--- config.mk ---
export PLATFORM = sky130hd
export DESIGN_NAME = mlc_cal_top
export DESIGN_NICKNAME = d
export VERILOG_FILES = /design/src/rtl/mlc_pkg.sv /design/src/rtl/mlc_sweep_ctrl.sv /design/src/rtl/mlc_range_track.sv /design/src/rtl/mlc_code_lut.sv /design/src/rtl/mlc_cal_top.sv
export SDC_FILE = /design/constraint.sdc
export NUM_CORES = 1
export LEC_CHECK = 0
export ABC_AREA = 1
export BUFFER_PORTS_ARGS = -buffer_cell sky130_fd_sc_hd__buf_4
export CELL_PAD_IN_SITES_DETAIL_PLACEMENT = 0
export CELL_PAD_IN_SITES_GLOBAL_PLACEMENT = 1
export CORE_MARGIN = 3
export CORE_UTILIZATION = 47
export CTS_CLUSTER_DIAMETER = 50
export DETAILED_ROUTE_END_ITERATION = 8
export PLACE_DENSITY_LB_ADDON = 0.1
export SLEW_MARGIN = 20
export SYNTH_ARGS = -nofsm -noshare
export SYNTH_HDL_FRONTEND = slang
export SYNTH_SLANG_ARGS = --single-unit
--- constraint.sdc ---
create_clock -name clk -period 2.75 [get_ports clk]
set_clock_uncertainty 0.2 [all_clocks]
set_input_delay 0.275 -clock clk [delete_from_list [all_inputs] [get_ports clk]]
set_output_delay 0.275 -clock clk [all_outputs]
set_load 0.1 [all_outputs]
--- src/rtl/mlc_pkg.sv ---
package mlc_pkg;
  typedef enum logic [1:0] {
    ST_IDLE   = 2'd0,
    ST_SETTLE = 2'd1,
    ST_SAMPLE = 2'd2,
    ST_COMMIT = 2'd3
  } sweep_st_e;
endpackage

--- src/rtl/mlc_sweep_ctrl.sv ---
module mlc_sweep_ctrl
  import mlc_pkg::*;
#(
  parameter int SYM_W    = 3,
  parameter int FINE_W   = 5,
  parameter int SETTLE_W = 8
) (
  input  logic                clk,
  input  logic                rst,
  input  logic                start,
  input  logic [SETTLE_W-1:0] settle_cycles,
  output logic                busy,
  output logic                done,
  output logic [FINE_W-1:0]   code,
  output logic                clear_stb,
  output logic                sample_stb,
  output logic                commit_stb,
  output logic [SYM_W-1:0]    commit_idx
);
  localparam logic [FINE_W-1:0] CODE_MAX = '1;
  localparam logic [SYM_W-1:0]  SYM_MAX  = '1;

  sweep_st_e           st_q;
  logic [FINE_W-1:0]   code_q;
  logic [SETTLE_W-1:0] cnt_q;
  logic [SETTLE_W-1:0] settle_q;
  logic [SYM_W-1:0]    idx_q;
  logic                done_q;

  always_ff @(posedge clk) begin
    if (rst) begin
      st_q     <= ST_IDLE;
      code_q   <= '0;
      cnt_q    <= '0;
      settle_q <= '0;
      idx_q    <= '0;
      done_q   <= 1'b0;
    end else begin
      done_q <= 1'b0;
      case (st_q)
        ST_IDLE: begin
          if (start) begin
            st_q     <= ST_SETTLE;
            code_q   <= '0;
            cnt_q    <= '0;
            settle_q <= settle_cycles;
          end
        end
        ST_SETTLE: begin
          if (cnt_q == settle_q) st_q <= ST_SAMPLE;
          else                   cnt_q <= cnt_q + 1'b1;
        end
        ST_SAMPLE: begin
          cnt_q <= '0;
          if (code_q == CODE_MAX) begin
            st_q  <= ST_COMMIT;
            idx_q <= '0;
          end else begin
            code_q <= code_q + 1'b1;
            st_q   <= ST_SETTLE;
          end
        end
        default: begin
          if (idx_q == SYM_MAX) begin
            st_q   <= ST_IDLE;
            done_q <= 1'b1;
          end else begin
            idx_q <= idx_q + 1'b1;
          end
        end
      endcase
    end
  end

  assign busy       = (st_q != ST_IDLE);
  assign done       = done_q;
  assign code       = code_q;
  assign clear_stb  = (st_q == ST_IDLE) && start;
  assign sample_stb = (st_q == ST_SAMPLE);
  assign commit_stb = (st_q == ST_COMMIT);
  assign commit_idx = idx_q;

  // the sweep advances by exactly one fine code per sample
  p_code_step_r2: assert property (@(posedge clk) disable iff (rst)
    (st_q == ST_SAMPLE && code_q != CODE_MAX) |=> (code_q == $past(code_q) + 1'b1));

  // the code is held steady while the channel settles
  p_code_hold_r3: assert property (@(posedge clk) disable iff (rst)
    (st_q == ST_SETTLE) |=> $stable(code_q));

  // a start request mid-run never resets the sweep
  p_no_restart_r9: assert property (@(posedge clk) disable iff (rst)
    (st_q == ST_SETTLE && code_q != '0) |=> (code_q != '0));
endmodule

--- src/rtl/mlc_range_track.sv ---
module mlc_range_track #(
  parameter int SYM_W  = 3,
  parameter int FINE_W = 5
) (
  input  logic                               clk,
  input  logic                               rst,
  input  logic                               clear,
  input  logic                               sample,
  input  logic [SYM_W-1:0]                   adc,
  input  logic [FINE_W-1:0]                  code,
  output logic [(1<<SYM_W)-1:0]              seen,
  output logic [(1<<SYM_W)-1:0][FINE_W-1:0]  mid
);
  localparam int NSYM = 1 << SYM_W;

  for (genvar g = 0; g < NSYM; g++) begin : g_sym
    logic              seen_q;
    logic [FINE_W-1:0] lo_q;
    logic [FINE_W-1:0] hi_q;
    logic [FINE_W:0]   sum;

    always_ff @(posedge clk) begin
      if (rst || clear) begin
        seen_q <= 1'b0;
        lo_q   <= '0;
        hi_q   <= '0;
      end else if (sample && adc == SYM_W'(g)) begin
        if (!seen_q) lo_q <= code;
        hi_q   <= code;
        seen_q <= 1'b1;
      end
    end

    assign sum     = {1'b0, lo_q} + {1'b0, hi_q};
    assign mid[g]  = FINE_W'(sum >> 1);
    assign seen[g] = seen_q;

    // a recorded range is never inverted
    p_range_order_r4: assert property (@(posedge clk) disable iff (rst)
      seen_q |-> (lo_q <= hi_q));
  end
endmodule

--- src/rtl/mlc_code_lut.sv ---
module mlc_code_lut #(
  parameter int SYM_W  = 3,
  parameter int EXT_W  = 2,
  parameter int FINE_W = SYM_W + EXT_W
) (
  input  logic              clk,
  input  logic              rst,
  input  logic              we,
  input  logic [SYM_W-1:0]  waddr,
  input  logic [FINE_W-1:0] wdata,
  input  logic              re,
  input  logic [SYM_W-1:0]  raddr,
  output logic [FINE_W-1:0] rdata
);
  localparam int NSYM = 1 << SYM_W;
  localparam int STEP = 1 << EXT_W;
  localparam int HALF = STEP / 2;

  logic [FINE_W-1:0] tbl [NSYM];

  always_ff @(posedge clk) begin
    if (rst) begin
      for (int i = 0; i < NSYM; i++) tbl[i] <= FINE_W'(i * STEP + HALF);
    end else if (we) begin
      tbl[waddr] <= wdata;
    end
  end

  always_ff @(posedge clk) begin
    if (rst)     rdata <= '0;
    else if (re) rdata <= tbl[raddr];
  end
endmodule

--- src/rtl/mlc_cal_top.sv ---
module mlc_cal_top #(
  parameter int SYM_W    = 3,
  parameter int EXT_W    = 2,
  parameter int SETTLE_W = 8,
  localparam int FINE_W  = SYM_W + EXT_W,
  localparam int NSYM    = 1 << SYM_W
) (
  input  logic                clk,
  input  logic                rst,
  input  logic                cal_start,
  input  logic [SETTLE_W-1:0] settle_cycles,
  input  logic [SYM_W-1:0]    adc_code,
  input  logic                sym_valid,
  input  logic [SYM_W-1:0]    sym_in,
  output logic [FINE_W-1:0]   dac_code,
  output logic                out_valid,
  output logic [FINE_W-1:0]   out_code,
  output logic                cal_busy,
  output logic                cal_done,
  output logic                cal_err
);
  logic                             busy, clear_stb, sample_stb, commit_stb;
  logic [FINE_W-1:0]                sweep_code;
  logic [SYM_W-1:0]                 commit_idx;
  logic [NSYM-1:0]                  seen;
  logic [NSYM-1:0][FINE_W-1:0]      mid;
  logic [FINE_W-1:0]                run_code;
  logic                             valid_q, err_q;
  logic                             rd_en, wr_en;

  mlc_sweep_ctrl #(.SYM_W(SYM_W), .FINE_W(FINE_W), .SETTLE_W(SETTLE_W)) u_sweep (
    .clk(clk), .rst(rst), .start(cal_start), .settle_cycles(settle_cycles),
    .busy(busy), .done(cal_done), .code(sweep_code), .clear_stb(clear_stb),
    .sample_stb(sample_stb), .commit_stb(commit_stb), .commit_idx(commit_idx)
  );

  mlc_range_track #(.SYM_W(SYM_W), .FINE_W(FINE_W)) u_track (
    .clk(clk), .rst(rst), .clear(clear_stb), .sample(sample_stb),
    .adc(adc_code), .code(sweep_code), .seen(seen), .mid(mid)
  );

  assign wr_en = commit_stb && seen[commit_idx];
  assign rd_en = sym_valid && !busy;

  mlc_code_lut #(.SYM_W(SYM_W), .EXT_W(EXT_W), .FINE_W(FINE_W)) u_lut (
    .clk(clk), .rst(rst), .we(wr_en), .waddr(commit_idx), .wdata(mid[commit_idx]),
    .re(rd_en), .raddr(sym_in), .rdata(run_code)
  );

  always_ff @(posedge clk) begin
    if (rst) begin
      valid_q <= 1'b0;
      err_q   <= 1'b0;
    end else begin
      valid_q <= rd_en;
      if (commit_stb && !seen[commit_idx]) err_q <= 1'b1;
    end
  end

  assign out_valid = valid_q;
  assign out_code  = run_code;
  assign cal_busy  = busy;
  assign cal_err   = err_q;
  assign dac_code  = busy ? sweep_code : run_code;

  // no translation emerges from a cycle spent calibrating
  p_stall_r8: assert property (@(posedge clk) disable iff (rst)
    cal_busy |=> !out_valid);

  // completion pulse marks the fall of busy
  p_done_edge_r6: assert property (@(posedge clk) disable iff (rst)
    cal_done |-> (!cal_busy && $past(cal_busy)));

  // the error flag never clears on its own
  p_err_sticky_r5: assert property (@(posedge clk) disable iff (rst)
    cal_err |=> cal_err);

  // when idle the DAC carries the translated code
  p_idle_drive_r7: assert property (@(posedge clk) disable iff (rst)
    !cal_busy |-> (dac_code == out_code));
endmodule

-- After elaboration in Yosys (flattened, before gate mapping)
Memories as Yosys holds them, arrays and structs flattened. A register that Yosys moved wholly into a read port is not among the register bits.
Cells that the tools add are included.
- flip-flop bits (word level): 117
- RAM bits: 40
- input port bits: 18
- logic and storage cells: 138
- memories kept: 1
- memory list (memory ; words ; width ; read ports ; clocked after memory_dff ; write ports ; line ; RTL):
    u_lut.tbl ; 8 ; 5 ; 1 ; 1 ; 8 ; mlc_code_lut.sv:19 ; logic [FINE_W-1:0] tbl [NSYM];
- $add $sub $neg: 11
- $lt $le $gt $ge: 1
- equal/unequal tests: 19
- multiplexer cells: 28
- bitwise gates (word level): 9
- reductions and logical operators: 37
- operators with widths (cell ; count):
    $add A5 B5 Y6 ; 8
    $mux W5 ; 5
    $pmux W8 S3 ; 1
    $reduce_and A2 Y1 ; 9
    $mux W8 ; 2
    $bmux W5 S3 ; 1
    $eq A3 B3 Y1 const B ; 5
    $logic_and A1 B1 Y1 ; 12
    $reduce_and A3 Y1 ; 4
    $pmux W5 S2 ; 1
    $mux W3 ; 3
    $not A1 Y1 ; 9
    $add A8 B1 Y8 const B ; 1
    $eq A8 B8 Y1 ; 1
    $mux W1 ; 8
    $mux W2 ; 4
    $ne A2 B2 Y1 const B ; 4
    $eq A3 B2 Y1 const B ; 2
    $pmux W2 S3 ; 1
    $pmux W3 S2 ; 1
    $add A5 B1 Y5 const B ; 1
    $eq A5 B5 Y1 const B ; 1
    $reduce_or A5 Y1 ; 1
    $eq A2 B2 Y1 const B ; 2
    other kinds (15) ; 18

-- Depth between registers and ports, before layout
Gate-level depths: netlist (run 1).
- word-level depth: 8
- gate-level depth with buffers: 12

-- Cells and area by module
From an unflattened synthesis (run 1), not the netlist that was laid out.
- cells, all modules: 1282
- area, all modules: 9068.7 µm²
- modules (own cells, without submodules) (module ; times used ; cells each ; area an instance (µm²) ; sequential area each (µm²)):
    mlc_range_track ; 1 ; 701 ; 4814.6 ; 1761.7
    mlc_code_lut ; 1 ; 261 ; 2190.9 ; 1301.2
    mlc_sweep_ctrl ; 1 ; 206 ; 1443.9 ; 540.5
    mlc_cal_top ; 1 ; 114 ; 619.3 ; 40.0

-- Least setup slack after synthesis (run 1)
OpenSTA, ideal clock, no wires.
- path kind: register to output
- start: register u_sweep.code_q[1] (netlist: u_sweep.code[1])
- end: output dac_code[1]
- arrival time: 2.998 ns
- path slack: -0.723 ns
- cell stages (with the launch flop): 4
- path buffers: 1
- path through: dfxtp_1 -> clkbuf_1 -> clkinv_1 -> o21ai_0
- word-level cells in the longest chain between the ends: 1
- RTL lines (element ; line ; RTL):
    from (decl) ; mlc_sweep_ctrl.sv:24 ; logic [FINE_W-1:0] code_q;
    from (signal assigned) ; mlc_sweep_ctrl.sv:59 ; code_q <= code_q + 1'b1;
    $mux W5 ; mlc_cal_top.sv:64 ; assign dac_code = busy ? sweep_code : run_code;
    to (decl) ; mlc_cal_top.sv:15 ; output logic [FINE_W-1:0] dac_code,
No other way between the ends.

==> results.sh, run 1 <==
export IMPL_finalSetupViolCount=0
export IMPL_tightestPinTransition_ps=654
export IMPL_synth_edf_count=40
export IMPL_finalHoldViolCount=0
export IMPL_period_minus_slack_ps=2450
export IMPL_nFillCells=1721
export IMPL_routedWlPerCell_microns=16.1
export IMPL_io_pins=32
export IMPL_htreeDepth=4
export IMPL_path_cells="buf_4 > nand2_2 > o22ai_1 > inv_1 > nand3_4 > nand3b_1 > nand2_1"
export IMPL_ys_seq_area_share_pct=43.5
export IMPL_port_buffers=31
export IMPL_finalCritPeriodShare_pct=89.0
export IMPL_rsz0062_at_grt="no"
export IMPL_syn_to_final_growth_pct=13.4
export IMPL_synth_top_cell_by_area="dfxtp_1"
export IMPL_place_ws_ps=319
export IMPL_cp_end_kind="flop"
export IMPL_cp_buffers_inverters=2
export IMPL_ys_ff_latch=162
export IMPL_netlist_area_leader_share_pct=29.2
export IMPL_synth_area_leaders="dfxtp_1, edfxtp_1, nand2_1"
export IMPL_fin_util_pct=54.7
export IMPL_grt_max_degree=68
export IMPL_drt_wl_total_microns=21600
export IMPL_initial_utilization_pct=48.2
export IMPL_path_clk_slew_ps=70
export IMPL_start_kind="flop"
export IMPL_cts_buffer_depth=2
export IMPL_slew_violations=0
export IMPL_cts_buffers=17
export IMPL_diodes=0
export IMPL_yosysUniqueCellTypes=40
export IMPL_path_max_fanout=13
export IMPL_slew_headroom_pct=56.3
export IMPL_ir_drop_mv=0.514
export IMPL_drt_first_iter_violations=340
export IMPL_clock_latency_ps=430
export IMPL_vias_per_cell=5.15
export IMPL_setup_tns_ps=0
export IMPL_yosys_warnings=0
export IMPL_postCtsSetupRepairBufs=0
export IMPL_synthArstFlopShare_pct=0
export IMPL_grt_pass1_vias=6739
export IMPL_ant_nets=0
export IMPL_drc=0
export IMPL_grt_first_pass_wirelength_microns=35600
export IMPL_seqCellArea_sq_um=3640
export IMPL_fin_hold_ws_ps=53.1
export IMPL_postSynthCellCount=1067
export IMPL_multi_input_area_sq_um=4160
export IMPL_crit_family="simple AND/OR/NAND/NOR gates"
export IMPL_synth_avg_cell_area_sq_um=7.85
export IMPL_worst_ep_required_time_ps=2660
export IMPL_synth_common_cells="nand2_1, nor2_1, dfxtp_1"
export IMPL_vias=6918
export IMPL_criticalPathCategory="reg2reg"
export IMPL_root_buffer="clkbuf_16"
export IMPL_dp_cells=1303
export IMPL_globalRouteOverflowTotal=0
export IMPL_synth_most_common_cell="nand2_1"
export IMPL_die_x_microns=139
export IMPL_hpwl_microns=15400
export IMPL_power_density_nw_per_um2=578
export IMPL_drv_cap=0
export IMPL_nets=1169
export IMPL_clock_sinks=162
export IMPL_crit_path_max_incr_delay_ps=580
export IMPL_worst_ep_arrival_time_ps=2350
export IMPL_mappedNetlistNets=1130
export IMPL_rows=48
export IMPL_cts_tree="yes"
export IMPL_ctsResizeCount=0
export IMPL_fin_ws_ps=303
export IMPL_postCtsHoldBufs=9
export IMPL_grt_antenna_before_repair=0
export IMPL_crit_slowest_cell="dfxtp_1"
export IMPL_status="completed"
export IMPL_grt_total_usage_pct=23.1
export IMPL_final_cells=1344
export IMPL_hold_class="in2reg"
export IMPL_coreArea_sq_um=17400
export IMPL_dieArea_sq_um=19500
export IMPL_drive_gt1_share_pct=10.8
export IMPL_fmaxAchievable_mhz=409
export IMPL_syn_area_sq_um=8370
export IMPL_p_leak_nw=3.90
export IMPL_synth_flop_cell="dfxtp_1"
export IMPL_drt_pass1_iter_count=5
export IMPL_routabilityCongestion=0.799
export IMPL_die_h_microns=139
metrics by stage:
step                power (mW)  instance area (sq um)
detailed placement        3.26                   8850
global route              5.69                   9500
global placement          3.26                   8850
CTS                       5.54                   9500
floorplan                 3.05                   8370
finish                    5.50                   9500
kinds of logic after synthesis:
family	share of synthesized area [%]
xor+xnor	1.88
simple gates	26.1
compound gates	14.3
flops	43.5
buf+inv	6.80
fa+ha+maj	7.44
flip-flops by register name, summed over array words and instances, names as in the netlist, 2 cells and up:
signal	count
u_lut.tbl	40
u_track.g_sym.hi_q	40
u_track.g_sym.lo_q	40
u_sweep.cnt_q	8
u_sweep.settle_q	8
u_track.g_sym.seen_q	8
u_lut.rdata	5
u_sweep.code	5
u_sweep.commit_idx	3
u_sweep.st_q	2
layer usage:
| metal | wire length (microns) | part of all wire, % | GRT usage, % | vias up |
|---|---|---|---|---|
| met5 | 0 | 0 | 0 | - |
| met4 | 252 | 1.2 | 5.72 | 0 |
| met3 | 826 | 3.8 | 4.33 | 22 |
| met2 | 10200 | 47 | 37.8 | 113 |
| met1 | 10400 | 48 | 31.9 | 3145 |
| li1 | - | - | - | 3638 |
worst min-delay path, cell delays in order:
cell and delay, ps:
buf_4 80, nand2_1 150, nor2_1 140
power by group:
group          switching, mW  leakage (nW)  total, mW  internal, mW
combinational          0.502          2.30      0.674         0.172
clock                   1.03         0.266       2.29          1.25
sequential            0.0446          1.33       2.53          2.49
total                   1.58          3.90       5.50          3.91
final timing paths:
path / startpoint / to / slack, ps / cells after the start
setup / recovery: u_sweep.commit_idx[0]$_SDFFE_PP0P_ / u_lut.tbl[4][4]$_SDFFCE_PN1P_ / 300 / 7
hold / removal: sym_valid / out_valid$_SDFF_PP0_ / 50 / 3
setup reg to reg: u_sweep.commit_idx[0]$_SDFFE_PP0P_ / u_lut.tbl[4][4]$_SDFFCE_PN1P_ / 300 / 7
hold reg to reg: cal_err$_SDFFE_PP0P_ / cal_err$_SDFFE_PP0P_ / 270 / 2
layout by cell type (no fill, tap or decap), drive strengths merged, types with 9 or more instances in the layout:
master and count:
dlygate4sd3 9, o21ai 47, ha 37, xnor2 10, nand3 64, o211ai 11
edfxtp 40, nand3b 14, inv 106, a211oi 61, buf 49, nor2 199
a21oi 66, dfxtp 122, clkbuf 17, nand2 218
cell type report:
| cell class | instances | area share (%) |
|---|---|---|
| inverter | 102 | 4.06 |
| sequential | 162 | 38.4 |
| clock buffer | 17 | 4.48 |
| clock inverter | 15 | 1.40 |
| timing repair buffer | 58 | 4.95 |
| multi-input combinational | 765 | 43.8 |
| tap | 225 | 2.96 |
No activity file was read; power rests on OpenSTA's default activity.
==> run 2: changes to the inputs <==
--- a/config.mk
+++ b/config.mk
@@ -7,11 +7,11 @@
 export LEC_CHECK = 0
 export ABC_AREA = 1
 export BUFFER_PORTS_ARGS = -buffer_cell sky130_fd_sc_hd__buf_4
-export CELL_PAD_IN_SITES_DETAIL_PLACEMENT = 0
+export CELL_PAD_IN_SITES_DETAIL_PLACEMENT = 1
 export CELL_PAD_IN_SITES_GLOBAL_PLACEMENT = 1
 export CORE_MARGIN = 3
 export CORE_UTILIZATION = 47
-export CTS_CLUSTER_DIAMETER = 50
+export CTS_CLUSTER_DIAMETER = 30
 export DETAILED_ROUTE_END_ITERATION = 8
 export PLACE_DENSITY_LB_ADDON = 0.1
 export SLEW_MARGIN = 20
==> results.sh, run 2 (synthesis gave the netlist of run 1 again) <==
export IMPL_status="completed"
export IMPL_power_density_nw_per_um2=579
export IMPL_grt_pass1_vias=7536
export IMPL_drive_gt1_share_pct=10.5
export IMPL_io_pins=32
export IMPL_multi_input_area_sq_um=4160
export IMPL_cts_tree="yes"
export IMPL_grt_antenna_before_repair=0
export IMPL_drt_wl_total_microns=24000
export IMPL_fmaxAchievable_mhz=399
export IMPL_hpwl_microns=17100
export IMPL_p_leak_nw=3.89
export IMPL_ir_drop_mv=0.428
export IMPL_p_total_mw=5.50
export IMPL_m1WireLength_microns=11400
export IMPL_die_x_microns=139
export IMPL_hold_class="in2reg"
export IMPL_port_buffers=31
export IMPL_tightestPinTransition_ps=605
export IMPL_place_ws_ps=277
export IMPL_finalSetupViolCount=0
export IMPL_vias=7294
export IMPL_root_buffer="clkbuf_16"
export IMPL_rr_endpoint="u_lut.tbl[5][4]$_SDFFCE_PN1P_"
export IMPL_drv_cap=0
export IMPL_setup_tns_ps=0
export IMPL_hold_end="out_valid$_SDFF_PP0_"
export IMPL_period_minus_slack_ps=2510
export IMPL_grt_total_usage_pct=25.3
export IMPL_coreArea_sq_um=17400
export IMPL_drt_first_iter_violations=377
export IMPL_slew_headroom_pct=59.5
export IMPL_rsz0062_at_grt="no"
export IMPL_seqCellArea_sq_um=3640
export IMPL_die_h_microns=139
export IMPL_wl_met2_microns=11900
export IMPL_routabilityCongestion=0.799
export IMPL_clock_sinks=162
export IMPL_htreeDepth=4
export IMPL_rr_worst_depth=7
export IMPL_cp_end_kind="flop"
export IMPL_worst_ep_required_time_ps=2660
export IMPL_slew_violations=0
export IMPL_drt_pass1_iter_count=4
export IMPL_ant_nets=0
export IMPL_wl_met3_microns=490
export IMPL_grt_max_degree=68
export IMPL_initial_utilization_pct=48.2
export IMPL_finalHoldViolCount=0
export IMPL_cts_buffer_depth=2
export IMPL_syn_to_final_growth_pct=13.4
export IMPL_worst_ep_arrival_time_ps=2420
export IMPL_holdPathStages=3
export IMPL_criticalPathCategory="reg2reg"
export IMPL_grt_first_pass_wirelength_microns=39000
export IMPL_reg_top3="u_lut.tbl x40, u_track.g_sym.hi_q x40, u_track.g_sym.lo_q x40"
export IMPL_cts_buffers=17
export IMPL_p_int_mw=3.93
export IMPL_start_kind="flop"
export IMPL_r2r_start="u_sweep.commit_idx[0]$_SDFFE_PP0P_"
export IMPL_path_clk_slew_ps=60
export IMPL_final_common_cell="nand2_1"
export IMPL_clkPwrFrac_pct=41.3
export IMPL_p_seq_share_pct=46.2
export IMPL_vias_per_cell=5.43
export IMPL_clock_latency_ps=430
export IMPL_dieArea_sq_um=19500
export IMPL_nets=1169
export IMPL_regToRegSetupSlack_ps=240
export IMPL_hold_path_startpoint="sym_valid"
export IMPL_routedWlPerCell_microns=17.9
export IMPL_highest_signal_layer="met4"
export IMPL_path_max_fanout=13
export IMPL_final_cell_mix="nand2_1, nor2_1, dfxtp_1"
export IMPL_globalRouteOverflowTotal=0
export IMPL_diodes=0
export IMPL_switchingPower_mw=1.57
export IMPL_power_frac_comb_pct=12.5
export IMPL_swShare_pct=28.5
export IMPL_fin_util_pct=54.7
export IMPL_nFillCells=2162
export IMPL_rows=48
export IMPL_drc=0
export IMPL_finalCritPeriodShare_pct=91.2
export IMPL_fin_ws_ps=242
run 2: stage by stage:
| step | hold WS, ps | instances | area [sq um] |
|---|---|---|---|
| 2_1_floorplan | 210 | 1067 | 8370 |
| 3_3_place_gp | 251 | 1303 | 8850 |
| 3_5_place_dp | 260 | 1303 | 8850 |
| 4_1_cts | 43.3 | 1344 | 9500 |
| 5_1_grt | 77.8 | 1344 | 9500 |
| 6_report | 52.8 | 1344 | 9500 |
run 2: critical path, stage by stage (launching register included):
cell      delay [ps]
dfxtp_1          580
buf_4            300
nand2_2          130
o22ai_1          190
inv_1            110
nand3_4          150
nand3b_1         210
nand2_1          310
run 2: worst max-delay path by stage:
stage	depth (start not counted)	startpoint	slack [ps]	end
6_report	7	u_sweep.commit_idx[0]$_SDFFE_PP0P_	240	u_lut.tbl[5][4]$_SDFFCE_PN1P_
5_1_grt	7	u_sweep.commit_idx[0]$_SDFFE_PP0P_	120	u_lut.tbl[5][4]$_SDFFCE_PN1P_
4_1_cts	7	u_sweep.commit_idx[0]$_SDFFE_PP0P_	240	u_lut.tbl[5][4]$_SDFFCE_PN1P_
3_5_place_dp	7	u_sweep.commit_idx[0]$_SDFFE_PP0P_	280	u_lut.tbl[5][3]$_SDFFCE_PN0P_
3_3_place_gp	7	u_sweep.commit_idx[0]$_SDFFE_PP0P_	350	u_lut.tbl[5][2]$_SDFFCE_PN1P_
2_1_floorplan	3	u_sweep.code[1]$_SDFFE_PP0P_	40	dac_code[1]
run 2: area by class of cell:
cell class | count | share of cell area, %
well taps | 225 | 2.96
repair buffers | 58 | 4.95
inverters | 102 | 4.06
multi-input cells | 765 | 43.8
clock buffers | 19 | 4.66
clock inverters | 13 | 1.17
flip-flops and latches | 162 | 38.4
run 2: repair_timing:
item | in CTS | in global routing
hold buffers | 9 | 0
setup buffers | 0 | 0
resized for setup | 0 | 0
hold endpoints to repair | 22 | 0
run 2: per-layer routing:
metal	GRT usage, %	vias to the layer above
li1	-	3636
met1	32.7	3553
met2	44.5	80
met3	4.19	25
met4	6.13	0
met5	0	-
run 2: power by group through the flow:
stage               Sequential (mW)  Combinational [mW]  Clock (mW)
finish                         2.54               0.688        2.27
global route                   2.55               0.747        2.40
CTS                            2.54               0.693        2.31
detailed placement             2.59               0.677           0
global placement               2.59               0.672           0
floorplan                      2.64               0.409           0
==> run 3: changes to the inputs <==
--- a/config.mk
+++ b/config.mk
@@ -5,12 +5,12 @@
 export SDC_FILE = /design/constraint.sdc
 export NUM_CORES = 1
 export LEC_CHECK = 0
-export ABC_AREA = 1
+export ABC_AREA = 0
 export BUFFER_PORTS_ARGS = -buffer_cell sky130_fd_sc_hd__buf_4
 export CELL_PAD_IN_SITES_DETAIL_PLACEMENT = 1
 export CELL_PAD_IN_SITES_GLOBAL_PLACEMENT = 1
 export CORE_MARGIN = 3
-export CORE_UTILIZATION = 47
+export CORE_UTILIZATION = 44
 export CTS_CLUSTER_DIAMETER = 30
 export DETAILED_ROUTE_END_ITERATION = 8
 export PLACE_DENSITY_LB_ADDON = 0.1
==> constraint.sdc (replaced) <==
create_clock -name clk -period 2.1 [get_ports clk]
set_clock_uncertainty 0.2 [all_clocks]
set_input_delay 0.21 -clock clk [delete_from_list [all_inputs] [get_ports clk]]
set_output_delay 0.21 -clock clk [all_outputs]
set_load 0.1 [all_outputs]
==> results.sh, run 3 <==
export IMPL_status="finished, violations left"
export IMPL_violations="negative hold slack, negative setup slack"
export IMPL_globalRouteOverflowTotal=0
export IMPL_fin_hold_ws_ps=-20.3
export IMPL_drc=0
export IMPL_grt_max_degree=91
export IMPL_grt_antenna_before_repair=0
export IMPL_mappedNetlistNets=945
export IMPL_clock_latency_ps=440
export IMPL_placed_cell_area_sq_um=9910
export IMPL_synthArstFlopShare_pct=0
export IMPL_tightestPinTransition_ps=631
export IMPL_vias=7356
export IMPL_power_density_nw_per_um2=632
export IMPL_drive_gt1_share_pct=43.1
export IMPL_ys_ff_latch=162
export IMPL_port_buffers=31
export IMPL_path_clk_slew_ps=70
export IMPL_worst_ep_required_time_ps=2090
export IMPL_routabilityCongestion=0.968
export IMPL_root_buffer="clkbuf_16"
export IMPL_period_minus_slack_ps=2620
export IMPL_synth_edf_count=40
export IMPL_drt_first_iter_violations=426
export IMPL_p_leak_nw=4.69
export IMPL_reg_top3="u_lut.tbl x40, u_track.g_sym.hi_q x40, u_track.g_sym.lo_q x40"
export IMPL_io_pins=32
export IMPL_drt_wl_total_microns=29000
export IMPL_synth_most_common_cell="nor2_1"
export IMPL_worst_ep_arrival_time_ps=2600
export IMPL_hpwl_microns=17900
export IMPL_yosysUniqueCellTypes=64
export IMPL_synth_top_cell_by_area="dfxtp_1"
export IMPL_postSynthCellCount=882
export IMPL_grt_total_usage_pct=26.9
export IMPL_grt_pass1_vias=7814
export IMPL_die_h_microns=144
export IMPL_clock_sinks=162
export IMPL_diodes=0
export IMPL_nFillCells=1922
export IMPL_die_x_microns=144
export IMPL_final_common_cell="buf_4"
export IMPL_path_max_fanout=8
export IMPL_cp_end_kind="flop"
export IMPL_initial_utilization_pct=45.7
export IMPL_slew_violations=0
export IMPL_rsz0062_at_grt="yes"
export IMPL_finalSetupViolCount=76
export IMPL_finalCritPeriodShare_pct=125
export IMPL_drt_pass1_iter_count=5
export IMPL_finalHoldViolCount=1
export IMPL_slew_headroom_pct=57.8
export IMPL_cts_buffers=17
export IMPL_routedWlPerCell_microns=22.4
export IMPL_coreArea_sq_um=18300
export IMPL_multi_input_area_sq_um=5400
export IMPL_ir_drop_mv=0.599
export IMPL_syn_to_final_growth_pct=42.4
export IMPL_cts_tree="yes"
export IMPL_ant_nets=0
export IMPL_syn_area_sq_um=8380
export IMPL_finalInstanceArea_sq_um=11900
export IMPL_cts_buffer_depth=2
export IMPL_netlist_area_leader_share_pct=29.1
export IMPL_start_kind="flop"
export IMPL_drv_cap=0
export IMPL_yosys_warnings=0
export IMPL_htreeDepth=4
export IMPL_synth_common_cells="nor2_1, dfxtp_1, nand2_1"
export IMPL_fmaxAchievable_mhz=382
export IMPL_nets=1117
export IMPL_final_cell_mix="buf_4, nor2_1, dfxtp_1"
export IMPL_seqCellArea_sq_um=3710
export IMPL_rows=49
export IMPL_synth_avg_cell_area_sq_um=9.51
export IMPL_grt_first_pass_wirelength_microns=42600
export IMPL_ys_seq_area_share_pct=43.5
export IMPL_synth_flop_cell="dfxtp_1"
export IMPL_dieArea_sq_um=20700
export IMPL_criticalPathCategory="reg2reg"
export IMPL_fin_ws_ps=-517
export IMPL_vias_per_cell=5.68
export IMPL_hold_class="in2reg"
export IMPL_synth_area_leaders="dfxtp_1, edfxtp_1, mux2i_1"
==> run 3: kinds of logic after synthesis <==
| logic type | count (synthesis) | synth area share [%] |
|---|---|---|
| compound gates | 135 | 9.57 |
| xor+xnor | 38 | 3.97 |
| fa+ha+maj | 45 | 7.43 |
| buf+inv | 80 | 4.30 |
| flops | 162 | 43.5 |
| mux | 91 | 13.1 |
| simple gates | 331 | 18.2 |
==> run 3: area by class of cell <==
cell class	count	area share, %
clock buffers	19	3.89
clock inverters	13	1.43
inverters	27	0.849
multi-input cells	640	45.2
flip-flops and latches	162	31.1
well taps	229	2.40
repair buffers	206	15.1
==> run 3: per-stage QoR <==
stage / cells / total power, mW / TNS (ps) / util [%] / setup slack [ps]
after global placement: 1212 / 4.05 / -28350 / 54.1 / -440
after floorplan: 882 / 3.86 / -3640 / - / -233
after global routing: 1296 / 7.76 / -24290 / 65.1 / -579
final: 1296 / 7.54 / -20630 / 65.1 / -517
after CTS: 1276 / 7.53 / -14660 / 61.9 / -447
after detailed placement: 1212 / 4.07 / -31010 / 54.1 / -503
==> run 3: path summary, 6_finish.rpt <==
check                                                            from                               endpoint  slack, ps  cells past startpoint
worst max-delay path            u_track.g_sym[3].lo_q[0]$_SDFFE_PP0P_          u_lut.tbl[2][3]$_SDFFCE_PN1P_       -520                      9
worst min-delay path                                      adc_code[1]   u_track.g_sym[2].seen_q$_SDFFE_PP0P_        -20                      3
worst min register to register  u_track.g_sym[0].hi_q[0]$_SDFFE_PP0P_  u_track.g_sym[0].hi_q[0]$_SDFFE_PP0P_        280                      2
worst max register to register  u_track.g_sym[3].lo_q[0]$_SDFFE_PP0P_          u_lut.tbl[2][3]$_SDFFCE_PN1P_       -520                      9
==> run 3: layer usage <==
layer / GRT usage (%) / vias to the layer above / part of all wire, %
met4: 11.4 / 0 / 3.5
met5: 0 / - / 0
met1: 30.6 / 3707 / 39
met3: 4.23 / 62 / 3.9
li1: - / 3382 / -
met2: 49.9 / 205 / 54
==> run 3: power by group <==
group | total [mW] | internal, mW | switching, mW | leakage (nW)
registers | 3.27 | 3.23 | 0.0368 | 1.35
logic | 0.871 | 0.320 | 0.550 | 3.03
clock network | 3.40 | 2.00 | 1.40 | 0.315
==> run 3: critical path, cell delays in order, from the launching register on <==
cell	delay, ps
dfxtp_1	340
nand2_1	120
fa_2	390
nand2b_4	170
a21oi_2	140
xor2_1	80
mux4_2	520
mux2i_4	190
buf_12	160
nand2b_1	70
==> run 3: timing repair <==
action	CTS	global route
setup endpoints to repair	102	127
cloned	2	1
gates resized for setup	133	95
buffers inserted	19	19
hold buffers	11	0
pin swaps	25	41
hold endpoints to repair	10	0
